$ cat config.mk
export PLATFORM = sky130hd
export DESIGN_NAME = dma_addr_engine
export DESIGN_NICKNAME = d
export VERILOG_FILES = /design/src/rtl/dma_addr_engine.sv
export SDC_FILE = /design/constraint.sdc
export NUM_CORES = 1
export LEC_CHECK = 0
export BUFFER_PORTS_ARGS = -buffer_cell sky130_fd_sc_hd__buf_2
export CAP_MARGIN = 0
export CORE_ASPECT_RATIO = 0.9
export CORE_MARGIN = 4
export CORE_UTILIZATION = 50
export DETAILED_ROUTE_END_ITERATION = 10
export PLACE_DENSITY = 0.76
export SETUP_SLACK_MARGIN = 0.05
export SLEW_MARGIN = 15
export SYNTH_ARGS = -nofsm -noshare
export SYNTH_HDL_FRONTEND = slang
export SYNTH_SLANG_ARGS = --single-unit
$ cat constraint.sdc
create_clock -name clk -period 5.5 [get_ports clk]
set_input_delay 0.275 -clock clk [delete_from_list [all_inputs] [get_ports clk]]
set_output_delay 0.275 -clock clk [all_outputs]
set_load 0.01 [all_outputs]
$ cat src/rtl/dma_addr_engine.sv
module dma_addr_engine #(
  parameter int ADDR_W = 16,
  parameter int PAGE_W = 8,
  localparam int PHYS_W = ADDR_W + PAGE_W
) (
  input  logic              clk,
  input  logic              rst_n,
  input  logic              addr_ld_i,
  input  logic [ADDR_W-1:0] addr_val_i,
  input  logic              cnt_ld_i,
  input  logic [ADDR_W-1:0] cnt_val_i,
  input  logic [PAGE_W-1:0] page_i,
  input  logic              autoinit_i,
  input  logic              decrement_i,
  input  logic              chan16_i,
  input  logic              to_mem_i,
  input  logic              mask_set_i,
  input  logic              mask_clr_i,
  input  logic              xfer_i,
  output logic              mask_o,
  output logic [ADDR_W-1:0] cur_addr_o,
  output logic [ADDR_W-1:0] cur_cnt_o,
  output logic [PHYS_W-1:0] phys_addr_o,
  output logic              tc_o,
  output logic              end_o
);

  logic [ADDR_W-1:0] base_addr, base_cnt, cur_addr, cur_cnt, step_addr;
  logic              mask_q, blocked, go, last;

  assign blocked   = decrement_i & (to_mem_i | chan16_i);
  assign go        = xfer_i & ~mask_q & ~blocked;
  assign last      = (cur_cnt == '0);
  assign tc_o      = go & last;
  assign end_o     = tc_o & ~autoinit_i;
  assign step_addr = decrement_i ? cur_addr - 1'b1 : cur_addr + 1'b1;

  assign mask_o      = mask_q;
  assign cur_addr_o  = cur_addr;
  assign cur_cnt_o   = cur_cnt;
  assign phys_addr_o = chan16_i ? {page_i[PAGE_W-1:1], cur_addr, 1'b0}
                                : {page_i, cur_addr};

  always_ff @(posedge clk or negedge rst_n) begin
    if (!rst_n) begin
      base_addr <= '0;
      base_cnt  <= '0;
      cur_addr  <= '0;
      cur_cnt   <= '0;
      mask_q    <= 1'b1;
    end else begin
      if (addr_ld_i) base_addr <= addr_val_i;
      if (cnt_ld_i)  base_cnt  <= cnt_val_i;

      if (addr_ld_i)
        cur_addr <= addr_val_i;
      else if (go)
        cur_addr <= (last && autoinit_i) ? base_addr : step_addr;

      if (cnt_ld_i)
        cur_cnt <= cnt_val_i;
      else if (go)
        cur_cnt <= !last ? cur_cnt - 1'b1 : (autoinit_i ? base_cnt : '1);

      if (mask_set_i || end_o)
        mask_q <= 1'b1;
      else if (mask_clr_i)
        mask_q <= 1'b0;
    end
  end


  reload_chk: assert property (@(posedge clk) disable iff (!rst_n)
    (tc_o && autoinit_i && !cnt_ld_i && !addr_ld_i)
      |=> (cur_cnt_o == base_cnt) && (cur_addr_o == base_addr));


  park_chk: assert property (@(posedge clk) disable iff (!rst_n)
    (end_o && !cnt_ld_i) |=> (mask_o && cur_cnt_o == '1));


  end_tc_chk: assert property (@(posedge clk) disable iff (!rst_n)
    end_o |-> tc_o);


  masked_hold_chk: assert property (@(posedge clk) disable iff (!rst_n)
    (mask_o && !cnt_ld_i && !addr_ld_i)
      |=> ($stable(cur_cnt_o) && $stable(cur_addr_o)));


  blocked_hold_chk: assert property (@(posedge clk) disable iff (!rst_n)
    (decrement_i && (to_mem_i || chan16_i) && !cnt_ld_i && !addr_ld_i)
      |=> ($stable(cur_cnt_o) && $stable(cur_addr_o)));


  mask_set_chk: assert property (@(posedge clk) disable iff (!rst_n)
    mask_set_i |=> mask_o);

endmodule

==> flow_summary.yaml <==
clock_tree:
  post-cts-setup-buffers: 0
  ctsLongestPathBuffers: 2
  cts_resized: 0
  cts.hold.buffers_added: 0
  insertion_delay_ns: 0.34
  clkTransAtPathRegs_ns: 0.07
  clk_root_buffer_cell: "clkbuf_8"
  cts_made_buffers: 9
  htreeDepth: 3
  tritoncts: "done"
  cts_sinks: 65
layout:
  layout.cells.most_common: "buf_2"
  layout.filler_cells: 716
  layout-drive-gt1-share: 0.2828
  diode_insertion_count_for_antenna_repair: 0
  layout.cells.most_common_list: "buf_2, dfrtp_1, nand2_1"
  finish.net_count: 613
  synthToLayoutAreaGrowth_pct: 15.75
power_and_ir_drop:
  power.net_switching_w: 0.0004808
  power.internal_w: 0.0009619
  power.static_leakage_nw: 2.250
  switching_share: 0.3333
  design_power_total_w: 0.001443
  clockPowerShare: 0.294
  combinational_power_share: 0.293
  seq_power_share: 0.414
  vdd_ir_drop_max_mv: 0.1628
  pwr_density_cell_nw_per_um2: 297.6
floorplanning:
  start_util: 0.5166
  rows: 31
  horizontal_die_dimension_um: 104.5
  die_height_um: 94.82
  design.portCount: 110
  placeableCoreArea_um2: 8107
  floorplan.die_area_um2: 9906
timing:
  grt_setup_unrepaired: "false"
  min_period_ns: 2.685
  tightest_slew_ns: 0.8371
  final_hold_viols: 0
  fmaxAchievable_mhz: 372.5
  setup-tns-final_ns: 0
  max_slew_violation_count: 0
  worst_clock_skew_ns: 0.007401
  report.final.setup_viol: 0
  slew_headroom: 0.4420
  layout_worst_path_cycle_share: 0.4881
detailed_routing:
  vias: 3831
  drt_iter0_drc: 212
  number_of_vias_per_cell: 5.921
  drc: 0
  drt-wirelength-per-cell_um: 16.87
  drt_pass1_iterations: 5
  antenna_left: 0
  wirelength_mm: 10.91
logic_synthesis:
  fraction_of_the_mapped_netlist_area_in_adder_cells: 0.05258
  synth_compound_gate_area_share: 0.2351
  synth-xor-area-share: 0.03137
  yosys.area_share.simple: 0.1551
  synth_fp_nets: 535
  postSynthCellCount: 467
  synth.top_cells.by_area: "dfrtp_1, mux2_2, o21ai_0, ha_1, nand2_1"
  dominant_register_cell_in_the_synthesized_netlist: "dfrtp_1"
  synth_async_reset_ratio: 1.000
  post-synth-top-area-cell: "dfrtp_1"
  synth_top_family_by_area: "compound AO/OA/AOI/OAI gates"
  ys_ff_latch: 65
  summed_instance_area_of_the_synthesized_netlist_um2: 4188
  synth_edf_count: 0
  muxShareOfSynthArea: 0.06722
  synth-warning-count: 0
  unique_cell_type_count_in_the_yosys_netlist: 68
  yosysTopAreaCellShare: 0.3824
  synth.avg_cell_area_um2: 8.967
  synth-seq-area-share: 0.3887
setup_path:
  setup.worst_path.class: "flip-flop to flip-flop"
  end_kind: "flip-flop"
  crit_required_ns: 5.73
  worstPathArrival_ns: 2.92
  critical_path_fanouts_max: 17
  launching_element_type_of_the_critical_path: "flip-flop"
placed_design:
  buffer_ports.inserted: 95
  routabilityCongestion: 0.8490
  dpl_hpwl_mm: 7.578
global_routing:
  grt_overflow_total: 0
  grt_pass1_wl_mm: 18.23
  grt_usage: 0.2258
  antenna_found_initial: 0
  grt_pass1_vias: 3695
  maximum_number_of_pins_on_one_net_before_global_route_repair: 66
status:
  outcome: "finished, final reports clean"
job:
  maxCapViolCount: 0
min_path:
  worstHoldPathType: "primary input to asynchronous set/reset pin"
[flip-flops by register name (all words and copies together), names as in the netlist]
register and cells:
base_addr 16, base_cnt 16, cur_addr_o 16, cur_cnt_o 16, mask_o 1
[cells by family after synthesis]
| family | Yosys count |
|---|---|
| and+or+nand+nor | 130 |
| adders and majority gates | 17 |
| muxes | 25 |
| AOI/OAI and AO/OA | 150 |
| buffers and inverters | 65 |
| xor gates and xnor gates | 15 |
| DFF | 65 |
[final cells by class]
cell class	instances	area (um^2)	area share
timing repair buffer	98	498.0	0.1027
tap	99	123.9	0.02556
sequential	65	1628	0.3358
clock buffer	12	165.2	0.03407
clock inverter	2	37.54	0.007744
inverter	34	127.6	0.02633
multi-input combinational	337	2267	0.4677
[path summary, 6_finish.rpt]
path                       slack, ns                      from  cells past startpoint                          to
max                             2.82  cur_cnt_o[0]$_DFFE_PN0P_                      9  cur_addr_o[14]$_DFFE_PN0P_
min                             0.12                     rst_n                      2    cur_cnt_o[7]$_DFFE_PN0P_
max reg2reg                     2.82  cur_cnt_o[0]$_DFFE_PN0P_                      9  cur_addr_o[14]$_DFFE_PN0P_
min reg2reg                     0.50   base_cnt[6]$_DFFE_PN0P_                      1     base_cnt[6]$_DFFE_PN0P_
max in group asynchronous       4.83                     rst_n                      2    base_addr[2]$_DFFE_PN0P_
min in group clk                0.14              cnt_val_i[7]                      3    cur_cnt_o[7]$_DFFE_PN0P_
[through the flow]
stage | hold slack (ns) | area, um^2 | instances | utilization | setup WS [ns]
finish | 0.1208 | 4847 | 647 | 0.5979 | 2.815
detailed placement | 0.4836 | 4644 | 633 | 0.5729 | 2.902
CTS | 0.1300 | 4847 | 647 | 0.5979 | 2.832
floorplan | -0.02059 | 4188 | 467 | - | 3.186
global placement | 0.4809 | 4644 | 633 | 0.5729 | 2.977
global route | 0.1446 | 4847 | 647 | 0.5979 | 2.539
[power groups by stage]
stage / Sequential, W / Combinational, W / Clock [W]
global placement: 0.000601 / 0.000407 / 0
detailed placement: 0.000605 / 0.000419 / 0
global route: 0.000607 / 0.000471 / 0.000447
floorplan: 0.000601 / 0.000279 / 0
CTS: 0.000596 / 0.000423 / 0.000431
finish: 0.000597 / 0.000422 / 0.000424
[critical path, stage by stage, from the launching register on]
cell and delay (ns):
dfrtp_1 0.45, inv_1 0.13, ha_1 0.18, nor4b_1 0.20
and4_1 0.31, nand2_2 0.20, nor2_4 0.46, a311oi_1 0.22
a22o_1 0.27, a21o_1 0.15
[synth_stat cells, drive strengths merged, types with 2 or more instances]
cell     n
or2      2
ha      16
inv     34
mux2    25
o21ai   54
a211o    5
nor4b    2
a21o     7
o21a     2
xor2     8
dfrtp   64
a31oi    4
nand4    4
and3     2
o22ai    4
o221ai   4
a22o     2
clkbuf  15
o211ai   2
o21bai   2
nor2    36
a211oi  15
a21oi   27
o31ai    8
buf     16
nor3    18
and2     2
nor4     2
nand3b   2
a221o    4
nand2   48
nand3    5
xnor2    7
[layer usage]
metal / wire length (um) / track usage / up-vias
met5: 0 / 0 / -
met4: 124 / 0.06866 / 0
met3: 580 / 0.04375 / 13
met2: 5213 / 0.3543 / 125
met1: 4994 / 0.3182 / 1867
li1: - / - / 1826
Note: power is estimated with default switching activity, not from simulation.
